===== config.mk =====
export PLATFORM = sky130hd
export DESIGN_NAME = asram_ctrl
export DESIGN_NICKNAME = d
export VERILOG_FILES = /design/src/rtl/asram_pkg.sv /design/src/rtl/asram_ctrl_fsm.sv /design/src/rtl/asram_datapath.sv /design/src/rtl/asram_ctrl.sv
export SDC_FILE = /design/constraint.sdc
export NUM_CORES = 1
export LEC_CHECK = 0
export ABC_AREA = 1
export BUFFER_PORTS_ARGS = -buffer_cell sky130_fd_sc_hd__buf_2
export CELL_PAD_IN_SITES_DETAIL_PLACEMENT = 2
export CELL_PAD_IN_SITES_GLOBAL_PLACEMENT = 2
export CORE_ASPECT_RATIO = 0.8
export CORE_MARGIN = 3
export CORE_UTILIZATION = 25
export DETAILED_ROUTE_END_ITERATION = 6
export PLACE_DENSITY = 0.9
export SYNTH_ARGS = -nofsm -noshare
export SYNTH_HDL_FRONTEND = slang
export SYNTH_SLANG_ARGS = --single-unit
export TNS_END_PERCENT = 1

===== constraint.sdc =====
create_clock -name clk -period 2.1 [get_ports clk]
set_clock_uncertainty 0.2 [all_clocks]
set_input_delay 0.21 -clock clk [delete_from_list [all_inputs] [get_ports clk]]
set_output_delay 0.21 -clock clk [all_outputs]
set_load 0.05 [all_outputs]

===== src/rtl/asram_pkg.sv =====
package asram_pkg;

  typedef enum logic [2:0] {
    ST_IDLE,
    ST_WRITE,
    ST_WHOLD,
    ST_READ,
    ST_TURN
  } ctrlState_e;

  typedef struct packed {
    logic loadReq;
    logic capture;
    logic driveBus;
  } dpStrobes_t;

endpackage


===== src/rtl/asram_ctrl_fsm.sv =====
module asram_ctrl_fsm
  import asram_pkg::*;
#(
  parameter int WR_PULSE_CYC = 6,
  parameter int WR_HOLD_CYC  = 1,
  parameter int RD_ACC_CYC   = 7,
  parameter int TURN_CYC     = 3
) (
  input  logic       clk,
  input  logic       rstN,
  input  logic       reqValid,
  input  logic       reqWrite,
  output logic       reqReady,
  output dpStrobes_t strobes,
  output logic       ceActive,
  output logic       oeActive,
  output logic       weActive
);

  localparam int MAX_A   = (WR_PULSE_CYC > WR_HOLD_CYC) ? WR_PULSE_CYC : WR_HOLD_CYC;
  localparam int MAX_B   = (RD_ACC_CYC > TURN_CYC) ? RD_ACC_CYC : TURN_CYC;
  localparam int MAX_CYC = (MAX_A > MAX_B) ? MAX_A : MAX_B;
  localparam int CNT_W   = $clog2(MAX_CYC + 1);

  ctrlState_e state;
  logic [CNT_W-1:0] cnt;
  logic cntDone;

  assign cntDone = (cnt == '0);

  always_ff @(posedge clk) begin
    if (!rstN) begin
      state <= ST_IDLE;
      cnt   <= '0;
    end else begin
      case (state)
        ST_IDLE: begin
          if (reqValid) begin
            if (reqWrite) begin
              state <= ST_WRITE;
              cnt   <= CNT_W'(WR_PULSE_CYC - 1);
            end else begin
              state <= ST_READ;
              cnt   <= CNT_W'(RD_ACC_CYC - 1);
            end
          end
        end
        ST_WRITE: begin
          if (cntDone) begin
            state <= ST_WHOLD;
            cnt   <= CNT_W'(WR_HOLD_CYC - 1);
          end else begin
            cnt <= cnt - 1'b1;
          end
        end
        ST_WHOLD: begin
          if (cntDone) state <= ST_IDLE;
          else         cnt   <= cnt - 1'b1;
        end
        ST_READ: begin
          if (cntDone) begin
            state <= ST_TURN;
            cnt   <= CNT_W'(TURN_CYC - 1);
          end else begin
            cnt <= cnt - 1'b1;
          end
        end
        ST_TURN: begin
          if (cntDone) state <= ST_IDLE;
          else         cnt   <= cnt - 1'b1;
        end
        default: state <= ST_IDLE;
      endcase
    end
  end

  always_comb begin
    reqReady         = (state == ST_IDLE);
    strobes.loadReq  = (state == ST_IDLE) && reqValid;
    strobes.capture  = (state == ST_READ) && cntDone;
    strobes.driveBus = (state == ST_WRITE) || (state == ST_WHOLD);
    ceActive         = (state == ST_WRITE) || (state == ST_WHOLD) || (state == ST_READ);
    weActive         = (state == ST_WRITE);
    oeActive         = (state == ST_READ);
  end

endmodule


===== src/rtl/asram_datapath.sv =====
module asram_datapath
  import asram_pkg::*;
#(
  parameter int ADDR_W = 19,
  parameter int DATA_W = 8
) (
  input  logic              clk,
  input  logic              rstN,
  input  dpStrobes_t        strobes,
  input  logic [ADDR_W-1:0] reqAddr,
  input  logic [DATA_W-1:0] reqWdata,
  input  logic [DATA_W-1:0] memDqIn,
  output logic [ADDR_W-1:0] memAddr,
  output logic [DATA_W-1:0] memDqOut,
  output logic              memDqOe,
  output logic [DATA_W-1:0] rdData,
  output logic              rdValid
);

  always_ff @(posedge clk) begin
    if (!rstN) begin
      memAddr  <= '0;
      memDqOut <= '0;
      rdData   <= '0;
      rdValid  <= 1'b0;
    end else begin
      if (strobes.loadReq) begin
        memAddr  <= reqAddr;
        memDqOut <= reqWdata;
      end
      if (strobes.capture) rdData <= memDqIn;
      rdValid <= strobes.capture;
    end
  end

  assign memDqOe = strobes.driveBus;

endmodule


===== src/rtl/asram_ctrl.sv =====
module asram_ctrl
  import asram_pkg::*;
#(
  parameter int ADDR_W       = 19,
  parameter int DATA_W       = 8,
  parameter int WR_PULSE_CYC = 6,
  parameter int WR_HOLD_CYC  = 1,
  parameter int RD_ACC_CYC   = 7,
  parameter int TURN_CYC     = 3
) (
  input  logic              clk,
  input  logic              rstN,
  input  logic              reqValid,
  output logic              reqReady,
  input  logic              reqWrite,
  input  logic [ADDR_W-1:0] reqAddr,
  input  logic [DATA_W-1:0] reqWdata,
  output logic              rdValid,
  output logic [DATA_W-1:0] rdData,
  output logic [ADDR_W-1:0] memAddr,
  output logic              memCeN,
  output logic              memCe,
  output logic              memOeN,
  output logic              memWeN,
  output logic [DATA_W-1:0] memDqOut,
  output logic              memDqOe,
  input  logic [DATA_W-1:0] memDqIn
);

  dpStrobes_t strobes;
  logic ceActive, oeActive, weActive;

  asram_ctrl_fsm #(
    .WR_PULSE_CYC(WR_PULSE_CYC),
    .WR_HOLD_CYC (WR_HOLD_CYC),
    .RD_ACC_CYC  (RD_ACC_CYC),
    .TURN_CYC    (TURN_CYC)
  ) i_fsm (
    .clk      (clk),
    .rstN     (rstN),
    .reqValid (reqValid),
    .reqWrite (reqWrite),
    .reqReady (reqReady),
    .strobes  (strobes),
    .ceActive (ceActive),
    .oeActive (oeActive),
    .weActive (weActive)
  );

  asram_datapath #(
    .ADDR_W(ADDR_W),
    .DATA_W(DATA_W)
  ) i_dp (
    .clk      (clk),
    .rstN     (rstN),
    .strobes  (strobes),
    .reqAddr  (reqAddr),
    .reqWdata (reqWdata),
    .memDqIn  (memDqIn),
    .memAddr  (memAddr),
    .memDqOut (memDqOut),
    .memDqOe  (memDqOe),
    .rdData   (rdData),
    .rdValid  (rdValid)
  );

  assign memCeN = ~ceActive;
  assign memCe  = ceActive;
  assign memOeN = ~oeActive;
  assign memWeN = ~weActive;

endmodule


==> Word-level counts from Yosys, hierarchy flattened <==
Cells that the tools add are included.
{ "totals": {"out_inout_bits": 42, "regBits": 42, "memories": 0, "ram_bits": 0, "word_cells": 41, "mem_bits_ro": 0, "latchBits": 0, "inputBits": 39} }
{ "classes": {"muxes": 12, "shifts": 0, "n_addsub": 1, "div_mod_pow": 0, "bitwise_logic": 3, "n_mul": 0, "reduce_logical": 10, "order_cmp": 0, "eq_ne": 9} }
{ "ops": {"columns": ["cell", "n"], "rows": [
  ["$mux 3", 8],
  ["$pmux 3 s4", 2],
  ["$eq 3x2->1 const B", 2],
  ["$logic_not 3->1", 2],
  ["$ne 2x1->1 const B", 3],
  ["$mux 2", 2],
  ["$ne 2x2->1 const B", 2],
  ["$reduce_and 4->1", 1],
  ["$reduce_bool 4->1", 1],
  ["$eq 3x1->1 const B", 1],
  ["$eq 3x3->1 const B", 1],
  ["$not 1->1", 3],
  ["$reduce_and 3->1", 1],
  ["$sub 3x1->3 const B", 1],
  ["$logic_and 1x1->1", 2],
  ["$logic_or 1x1->1", 2],
  ["$reduce_or 2->1", 1]
]} }

==> Longest topological paths before layout <==
Gate-level depths: netlist of the first run.
{ "logic_depth": {"ltp_word": 4, "mapped_depth": 10} }

==> Cells and area by module <==
From an unflattened synthesis of the first run, not the netlist that was laid out.
{ "unflattened": {"hier_cells": 311, "area_unflattened_um2": 2062.0} }
{ "modules_own_cells": {"columns": ["module", "n_inst", "seq_area_each_um2", "cells_each", "area_each_um2"], "rows": [
  ["asram_datapath", 1, 720.7, 226, 1512.7],
  ["asram_ctrl_fsm", 1, 120.1, 82, 538.0],
  ["asram_ctrl", 1, 0.0, 3, 11.3]
]} }

==> Least setup slack after synthesis of the first run <==
Ideal clock, no wire load.
{ "synth_timing": {"path_kind": "register to output", "startpoint": "register i_fsm.state[2]", "endpoint": "output port memDqOe", "required_ps": 1690, "setup_slack_ps": 355, "t_arrival_ps": 1335, "path_buffers": 0, "stages_incl_launch_ff": 6, "path_cell_list": "dfxtp_1 > inv_2 > nand2_2 > nor2_1 > inv_1 > nand2_1"} }
{ "synth_between": {"elab_chain_len": 2, "word_cells_on_any_way": 3} }
{ "synth_rtl": {"columns": ["element", "line_no", "text"], "rows": [
  ["from (decl)", "asram_ctrl_fsm.sv:25", "ctrlState_e state;"],
  ["from (signal assigned)", "asram_ctrl_fsm.sv:33", "state <= ST_IDLE;"],
  ["from (signal assigned)", "asram_ctrl_fsm.sv:40", "state <= ST_WRITE;"],
  ["from (signal assigned)", "asram_ctrl_fsm.sv:43", "state <= ST_READ;"],
  ["$eq 3x1->1 or $eq 3x2->1 (tied branches)", "asram_ctrl_fsm.sv:81", "strobes.driveBus = (state == ST_WRITE) || (state == ST_WHOLD);"],
  ["$logic_or 1x1->1 *", "asram_ctrl_fsm.sv:81", null],
  ["to (decl)", "asram_ctrl.sv:26", "output logic memDqOe,"]
]} }
Every way passes the cells marked *; elsewhere a longest branch is shown, timed or not.

==> Final worst setup path of the first run <==
Ends and elaborated chain as after synthesis.

==> results of run 1 <==
==> worst max path at each step <==
stage	start	endpoint	slack [ns]	cells after the start
3_3_place_gp	i_fsm.cnt[0]	i_dp.rdData[1]	0.41	8
3_5_place_dp	i_fsm.cnt[0]	i_dp.rdData[2]	0.24	8
6_report	i_fsm.state[2]	memDqOe	0.24	6
2_1_floorplan	i_fsm.state[2]	memDqOe	0.35	5
4_1_cts	i_fsm.cnt[0]	i_dp.rdData[2]	0.20	8
5_1_grt	i_fsm.cnt[0]	i_dp.rdData[2]	0.07	8
==> kinds of logic after synthesis <==
group / synth area share (%)
xor gates and xnor gates: 0.475
adders and majority gates: 1.36
DFF: 45.6
AOI/OAI and AO/OA: 14.9
and+or+nand+nor: 29.2
buffers and inverters: 8.48
==> registers in the layout, indices dropped and copies added (netlist names) <==
signal,cells
i_fsm.cnt,3
i_dp.rdValid,1
i_dp.memAddr,19
i_fsm.state,3
i_dp.memDqOut,8
i_dp.rdData,8
==> layout make-up <==
| type | instances | area share (%) |
|---|---|---|
| Multi-Input combinational cell | 157 | 31.1 |
| Clock buffer | 7 | 2.80 |
| Tap cell | 87 | 4.00 |
| Inverter | 18 | 2.57 |
| Clock inverter | 1 | 1.10 |
| Sequential cell | 42 | 30.9 |
| Timing Repair Buffer | 116 | 27.5 |
==> critical path: stages (launching register included) <==
cell and delay [ns]:
dfxtp_1 0.35, inv_2 0.12, nand2_2 0.08, nor2_1 0.21, inv_1 0.09, nand2_1 0.06
buf_2 0.25
==> cells in the final DEF, fill, tap and decap left out, drive strengths merged, types with 2 or more instances in the layout <==
cell,n
buf,85
nand2,45
dfxtp,42
nand3,36
a21oi,33
dlygate4sd3,31
nor2,26
inv,18
o21ai,12
clkbuf,7
ha,2
==> report_power, final <==
part,switching (uW),internal (uW),total [uW]
Sequential,106,942,1050
Combinational,1290,505,1800
Clock,281,356,637
Total,1680,1800,3480
==> through the flow <==
stage                     cell area [um2]  setup slack, ns  hold WS, ns
after global placement               2300            0.410        0.246
after floorplan                      1840            0.355        0.152
after CTS                            2720            0.200      0.00684
after detailed placement             2300            0.238        0.259
after global routing                 2720           0.0731       0.0477
final                                2720            0.237     -0.00167
==> routing by layer <==
metal  GRT usage (%)  vias up
li1                -      968
met3            4.70        7
met4            3.58        0
met2            30.3       60
met1            19.2      930
met5               0        -
==> repair_timing <==
| action | 4_1_cts | 5_1_grt |
|---|---|---|
| gates resized for setup | 0 | 1 |
| hold buffers | 31 | 0 |
| endpoints found under the hold margin | 31 | 0 |
| endpoints found under the setup margin | 0 | 1 |
==> metrics.txt, run 1 <==
pwr dens=1280 nW/um2; CP Capture Type=output pin; placed cells=389; Max Slew Vio Count=0; Tot Pwr=3480 uW; Tmin final=1.86 ns; HP Class=in -> reg; Worst-Skew Late Latency=0.29 ns; Synth area leaders=dfxtp_1 (46%), nand2_1 (8.3%), nand3_1 (6.8%); clk root buf=clkbuf_8; syn_nets=271; Peak VDD IR=0.425 mV; Post-synth EDFFs=0; register area=841 um2; total die area=8450 um2; failing checks=negative hold slack; Setup CP Type=reg -> out; Die Wd=102 um; setup violators final=0; Max H-tree Level=2; number of DRC violations after detailed-routing iteration 0=25; top post-synthesis cells by count=dfxtp_1 (42), nand2_1 (41), nand3_1 (25), nor2_1 (24), a21oi_1 (22); DR WL met3=427 um; Max Cap Viol=0; Rel. slew slack=70.8%; # fillers=807; slew of the pin with the lowest slew margin=0.436 ns; R2R Path Start=i_fsm.cnt[0]; CTS tree=yes; ANT cells=0; post-synthesis cell type count=26; hold path cells=3; Area growth, synth to finish=47.6%; drt pass-1 iters=4; final cell count without fillers=428; worst reg2reg path depth=8; final hold viol count=1; CP Data Required Time=1.69 ns; setup bufs post-CTS=0; Port Buffer Count=80; RSZ-0062 raised after global routing=false; Congestion Overflow GR=0; status=finished, violations left; leakage=0.00127 uW; most used flip-flop cell after synthesis=dfxtp_1; Overall Global Routing Usage=16.7%; crit-path max FO=5; vias in the first global route=2205; R2R Setup Slk=0.33 ns; ys async rst share=0%; Critical R2R Capture=i_dp.rdData[2]; routability cong.=0.808; fmax=537 MHz; Hold WS=-0.00167 ns; TNS Setup=0 ns; final core occ=38.7%; clock slew at reported path FFs=0.08 ns; cts bufs inserted=5; post-DP HPWL=4630 um; Die Span Y=82.8 um; largest area contributor in the netlist=dfxtp_1; crit path DAT=1.45 ns; post-synth top area share=45.6%; clock buffer depth=2; final wirelength=6730 um; Cells after Synth=230; sequential share of the synthesized area=45.6%; Setup crit start kind=register; crit share post-route=88.7%; placeable core area=7030 um2; flops & latches, synth=42; DR WL/cell=15.7 um; routed vias/inst=4.59; Hold EP=i_dp.rdData[7]; Synth Area per Inst=8.02 um2; routed metal-1 wire length=2750 um; highest metal used=met4; first-pass GRT wire length=11100 um; drt drc=0; initial antenna violation count=0; cell area after synthesis=1840 um2; I/O pins=81; row count=27; HP Start=memDqIn[7]; Detail Route Antenna Nets=0; clock sinks=42; count leader, synth=dfxtp_1; Multi-input gate area=847 um2; layout cells sized above 1=36.1%; met2 routed WL=3500 um; Nets=381; pin count of the biggest net entering global routing=29; Synth Warn #=0; Starting Density=26.2%; via count=1965
No activity file was read; power rests on OpenSTA's default activity.
==> run 2: changes to the inputs <==
==> constraint.sdc (replaced) <==
create_clock -name clk -period 2.1 [get_ports clk]
set_clock_uncertainty 0.2 [all_clocks]
set_input_delay 0.21 -clock clk [delete_from_list [all_inputs] [get_ports clk]]
set_output_delay 0.21 -clock clk [all_outputs]
set_load 0.1 [all_outputs]
==> run 2 against run 1 <==
Compared with the run above: die area stayed put; wire length is 3.9% higher; critical path type unchanged; the run now ends clean; critical endpoint is now memCe; sequential share of layout area is 0.14 points lower; critical path depth is 1 lower; setup slack worse by 0.10 ns; register-to-register slack worse by 0.13 ns; first-iteration DRC count is 48% higher.
==> metrics.txt, run 2 (synthesized netlist as in run 1, its figures left out) <==
status=finished clean; Detail Route Antenna Nets=0 (unchanged); Max Cap Viol=0 (unchanged); first-pass GRT wire length=11500 um (+3.1%); DR WL/cell=16.4 um (+4.2%); Hold EP=i_dp.rdData[0]; clk root buf=clkbuf_8; ANT cells=0 (unchanged); placeable core area=7030 um2 (unchanged); Final Instance Area=2730 um2 (+0.46%); # fillers=800 (-0.87%); HP Class=in -> reg; Peak VDD IR=0.485 mV (+14%); I/O pins=81 (unchanged); Tmin final=1.97 ns (+0.104 ns); commonest non-fill, non-tap cell in the layout=buf_2; post-DP HPWL=4650 um (+0.44%); crit path DAT=1.56 ns (+0.11 ns); number of DRC violations after detailed-routing iteration 0=37 (+48%); final cell count without fillers=427 (-0.23%); pin count of the biggest net entering global routing=29 (unchanged); Placement Setup Slack=0.270 ns (+0.0311 ns); clock slew at reported path FFs=0.08 ns (about the same); RSZ-0062 raised after global routing=false; Worst-Skew Late Latency=0.29 ns (about the same); Nets=382 (+0.26%); Top Registers=i_dp.memAddr x19, i_dp.memDqOut x8, i_dp.rdData x8; crit-path max FO=7 (+2); crit share post-route=93.7% (+5.0 points); Congestion Overflow GR=0 (unchanged); clock sinks=42 (unchanged); row count=27 (unchanged); commonest non-fill, non-tap cells in the layout=buf_2 (78), dfxtp_1 (42), nand2_1 (39); Starting Density=26.2% (unchanged); CP Data Required Time=1.69 ns (about the same); cts bufs inserted=5 (unchanged); hold path cells=3 (unchanged); CTS tree=yes; register area=841 um2 (unchanged); R2R Setup Slk=0.20 ns (-0.13 ns); drt pass-1 iters=4 (unchanged); initial antenna violation count=0 (unchanged); final core occ=38.9% (+0.18 points); setup bufs post-CTS=0 (unchanged); Die Span Y=82.8 um (unchanged); Multi-input gate area=852 um2 (+0.59%); Setup crit start kind=register; Port Buffer Count=80 (unchanged); final wirelength=6990 um (+3.9%); Max H-tree Level=2 (unchanged); pwr dens=1490 nW/um2 (+16%); Area growth, synth to finish=48.2%; Max Slew Vio Count=0 (unchanged); final setup margin=0.133 ns (-0.104 ns); fmax=508 MHz (-5.3%); worst reg2reg path depth=9 (+1); slew of the pin with the lowest slew margin=0.511 ns (+0.0753 ns); Critical R2R Capture=i_dp.rdData[2]; layout cells sized above 1=36.8% (+0.69 points); Overall Global Routing Usage=17.2% (+0.54 points); R2R Path Start=i_fsm.cnt[0]; total die area=8450 um2 (unchanged); Biggest register=i_dp.memAddr; routed vias/inst=4.72 (+2.8%); leakage=0.00127 uW (-0.30%); Tot Pwr=4070 uW (+17%); via count=2016 (+2.6%); Rel. slew slack=66.1% (-4.7 points); max reg flops=19 (unchanged); setup violators final=0 (unchanged); vias in the first global route=2272 (+3.0%); Die Wd=102 um (unchanged); routability cong.=0.825 (+2.1%); drt drc=0 (unchanged); placed cells=389 (unchanged); clock buffer depth=2 (unchanged); Setup CP Type=reg -> out; final hold viol count=0 (-1); Post-DP Area=2330 um2 (+1.0%); CP Capture Type=output pin; HP Start=memDqIn[0]
[run 2: cell types whose count changed in the layout (fill, tap and decap cells not counted), sizes merged]
cell,before,now
dlygate4sd3,31,32
clkinvlp,0,1
inv,18,17
bufinv,1,0
buf,85,84
[run 2: layout make-up]
class                   count  area share [%]
flip-flops and latches     42            30.8
clock buffers               6            3.02
repair buffers            117            28.4
inverters                  18            2.70
multi-input cells         157            31.2
well taps                  87            3.98
[run 2: timing repair]
| item | in CTS | in global routing |
|---|---|---|
| setup endpoints to repair | 0 | 1 |
| hold buffers | 32 | 0 |
| resized for setup | 0 | 1 |
| endpoints found under the hold margin | 32 | 0 |
[run 2: through the flow]
step / setup TNS [ns] / hold WS, ns
floorplan: -0.0935 / 0.152
global placement: 0 / 0.247
detailed placement: 0 / 0.259
CTS: 0 / 0.00788
global route: 0 / 0.0431
finish: 0 / 0.00211
[run 2: worst max path at each step]
| stage | start | endpoint | slack, ns | cells after the start |
|---|---|---|---|---|
| floorplan | i_fsm.state[2] | memDqOe | -0.09 | 5 |
| global placement | i_fsm.state[2] | memDqOe | 0.40 | 6 |
| detailed placement | i_fsm.cnt[0] | i_dp.rdData[2] | 0.27 | 9 |
| CTS | i_fsm.state[2] | memDqOe | 0.03 | 6 |
| global route | i_fsm.state[2] | memDqOe | 0.03 | 6 |
| finish | i_fsm.state[1] | memCe | 0.13 | 5 |
[run 2: layer usage]
| layer | vias up | wire (um) | share of wire [%] | global-route usage, % |
|---|---|---|---|---|
| met2 | 55 | 3570 | 51 | 31.2 |
| met5 | - | 0 | 0 | 0 |
| met1 | 984 | 2930 | 42 | 19.8 |
| li1 | 969 | - | - | - |
| met4 | 0 | 61 | 0.87 | 3.58 |
| met3 | 8 | 436 | 6.2 | 5.12 |
[run 2: power breakdown]
part           total (uW)  switching (uW)  internal (uW)
Sequential           1050             109            942
Combinational        2490            1950            538
Clock                 535             280            254
[run 2: worst max-delay path, cell delays in order, from the launching register on]
cell        delay, ns
dfxtp_1          0.55
inv_1            0.07
nand2_1          0.10
nand2_2          0.08
clkinvlp_4       0.06
buf_2            0.41
==> run 3: changes to the inputs <==
--- a/config.mk
+++ b/config.mk
@@ -10,10 +10,12 @@
 export CELL_PAD_IN_SITES_DETAIL_PLACEMENT = 2
 export CELL_PAD_IN_SITES_GLOBAL_PLACEMENT = 2
 export CORE_ASPECT_RATIO = 0.8
-export CORE_MARGIN = 3
+export CORE_MARGIN = 2
 export CORE_UTILIZATION = 25
+export CTS_BUF_LIST = sky130_fd_sc_hd__clkbuf_16
 export DETAILED_ROUTE_END_ITERATION = 6
 export PLACE_DENSITY = 0.9
+export RECOVER_POWER = 100
 export SYNTH_ARGS = -nofsm -noshare
 export SYNTH_HDL_FRONTEND = slang
 export SYNTH_SLANG_ARGS = --single-unit
==> run 3 against run 2 <==
Compared with the run above: critical path depth stayed put; non-clock buffer count is 17 lower; critical endpoint is now memOeN; cell count is 3.5% lower; die area is 4.3% lower; sequential share of layout area is 1.2 points higher; final area is 3.9% lower; largest power group unchanged; critical path type unchanged; setup slack worse by 0.0040 ns; clock power is 61% higher; first-iteration DRC count is 11% lower; register-to-register slack better by 0.03 ns.
==> metrics.txt, run 3 (synthesized netlist as in run 1, its figures left out) <==
status=finished clean; max reg flops=19 (unchanged); R2R Setup Slk=0.23 ns (+0.03 ns); final hold viol count=0 (unchanged); hold path cells=3 (unchanged); clock slew at reported path FFs=0.06 ns (-0.02 ns); CP Capture Type=output pin; Tmin final=1.97 ns (+0.00403 ns); clock buffer depth=2 (unchanged); row count=27 (unchanged); RSZ-0062 raised after global routing=false; fmax=507 MHz (-0.20%); pwr dens=1640 nW/um2 (+9.8%); placeable core area=7030 um2 (unchanged); number of DRC violations after detailed-routing iteration 0=33 (-11%); Rel. slew slack=62.6% (-3.5 points); pin count of the biggest net entering global routing=29 (unchanged); Area growth, synth to finish=42.5%; CP Buf/Inv Count=3 (unchanged); post-DP HPWL=4440 um (-4.5%); HP Start=memDqIn[1]; cts bufs inserted=5 (unchanged); routed vias/inst=4.61 (-2.3%); Placement Setup Slack=0.0664 ns (-0.203 ns); CTS tree=yes; Setup crit start kind=register; crit-path max FO=5 (-2); leakage=0.00121 uW (-4.6%); drt pass-1 iters=4 (unchanged); clock sinks=42 (unchanged); initial antenna violation count=0 (unchanged); Setup CP Type=reg -> out; placed cells=387 (-0.51%); Flop pwr share=24.6% (-1.2 points); crit share post-route=93.9% (+0.19 points); Worst path top cell family by delay=buffers and inverters; Worst-Skew Late Latency=0.28 ns (about the same); Starting Density=26.2% (unchanged); vias in the first global route=2128 (-6.3%); CP Data Required Time=1.69 ns (about the same); Logic pwr share=55.4% (-5.7 points); clk root buf=clkbuf_16; Final Instance Area=2630 um2 (-3.9%); Nets=365 (-4.5%); setup bufs post-CTS=0 (unchanged); Congestion Overflow GR=0 (unchanged); Int Power=1970 uW (+13%); drt drc=0 (unchanged); Critical Path Stages=5 (unchanged); Die Wd=100 um (-2.0%); HP Class=in -> reg; Post-DP Area=2330 um2 (-0.11%); Switching Share=54.2% (-3.2 points); Port Buffer Count=80 (unchanged); first-pass GRT wire length=10100 um (-12%); ANT cells=0 (unchanged); CP max stage delay=0.46 ns (-0.09 ns); R2R Path Start=i_fsm.cnt[0]; Peak VDD IR=0.453 mV (-6.6%); layout cells sized above 1=36.6% (-0.15 points); Overall Global Routing Usage=15.9% (-1.4 points); Clk pwr share=20.0% (+6.9 points); final cell count without fillers=412 (-3.5%); Max Cap Viol=0 (unchanged); Critical R2R Capture=i_dp.rdData[3]; Die Span Y=80.8 um (-2.4%); I/O pins=81 (unchanged); DR WL/cell=15.2 um (-7.4%); Detail Route Antenna Nets=0 (unchanged); final setup margin=0.129 ns (-0.00403 ns); Top Registers=i_dp.memAddr x19, i_dp.memDqOut x8, i_dp.rdData x8; routability cong.=0.851 (+3.1%); commonest non-fill, non-tap cell in the layout=dfxtp_1; crit path DAT=1.56 ns (about the same); Biggest register=i_dp.memAddr; commonest non-fill, non-tap cells in the layout=dfxtp_1 (42), clkbuf_2 (40), nand2_1 (39); final wirelength=6250 um (-11%); setup violators final=0 (unchanged); Psw=2330 uW (-0.44%); via count=1901 (-5.7%); CP Cell Sequence=inv_2, nand2_2, inv_1, nand2_1, clkbuf_2; CP max-delay cell=clkbuf_2; total die area=8080 um2 (-4.3%); worst reg2reg path depth=8 (-1); Hold EP=i_dp.rdData[1]; slew of the pin with the lowest slew margin=0.563 ns (+0.0517 ns); Max H-tree Level=2 (unchanged); Max Slew Vio Count=0 (unchanged)
-- run 3: changes by cell type in the layout (fill, tap and decap cells not counted), moves of 2 or more --
cell           before  now
dlygate4sd3_1      32   17
a21oi_1            22   27
inv_1              14   16
buf_4               5    2
clkbuf_16           0    5
clkbuf_2            0   40
buf_2              78   38
a21oi_2            10    5
clkbuf_8            6    0
-- run 3: how the worst max path moves through the flow --
| stage | startpoint | end | slack (ns) |
|---|---|---|---|
| 5_1_grt | i_fsm.cnt[0] | i_dp.rdData[3] | 0.03 |
| 3_5_place_dp | i_fsm.cnt[0] | i_dp.rdData[3] | 0.07 |
| 4_1_cts | i_fsm.state[2] | memDqOe | 0.04 |
| 3_3_place_gp | i_fsm.cnt[0] | i_dp.rdData[7] | 0.22 |
| 2_1_floorplan | i_fsm.state[2] | memDqOe | -0.09 |
| 6_report | i_fsm.state[2] | memOeN | 0.13 |
-- run 3: timing repair --
action                                  4_1_cts  5_1_grt
gates resized for setup                       0        2
hold endpoints to repair                     17        0
endpoints found under the setup margin        0       10
hold buffers                                 17        0
-- run 3: cell type report --
cell class / count / area [um2]
clock buffer: 5 / 125
multi-input combinational: 157 / 833
tap: 87 / 109
inverter: 18 / 71.3
fill: 831 / 4400
sequential: 42 / 841
clock inverter: 3 / 37.5
timing repair buffer: 100 / 611
-- run 3: power by group through the flow --
| stage | Clock, uW | Sequential (uW) | Combinational, uW |
|---|---|---|---|
| 2_1_floorplan | 0 | 1760 | 1320 |
| 3_3_place_gp | 0 | 1060 | 2360 |
| 3_5_place_dp | 0 | 1060 | 2430 |
| 4_1_cts | 890 | 1050 | 2470 |
| 5_1_grt | 929 | 1080 | 2550 |
| 6_report | 859 | 1060 | 2380 |
-- run 3: worst min-delay path: cells and delay by family --
kind / cells / cell delay [ns]
buffers and inverters: 1 / 0.08
AOI/OAI and AO/OA: 1 / 0.07
and+or+nand+nor: 1 / 0.08
-- run 3: stage by stage --
| stage | util, % | power [uW] | hold WS (ns) | setup TNS, ns |
|---|---|---|---|---|
| floorplan | - | 3080 | 0.152 | -0.0935 |
| global placement | 33.1 | 3420 | 0.247 | 0 |
| detailed placement | 33.1 | 3490 | 0.255 | 0 |
| CTS | 37.8 | 4410 | 0.000191 | 0 |
| global route | 37.4 | 4560 | 0.0124 | 0 |
| finish | 37.4 | 4300 | 0.00191 | 0 |
-- run 3: layer usage --
| layer | global-route usage, % | share of wire [%] |
|---|---|---|
| met1 | 18.1 | 43 |
| met2 | 29.7 | 50 |
| met3 | 4.22 | 5.7 |
| met4 | 3.70 | 0.70 |
| met5 | 0 | 0 |
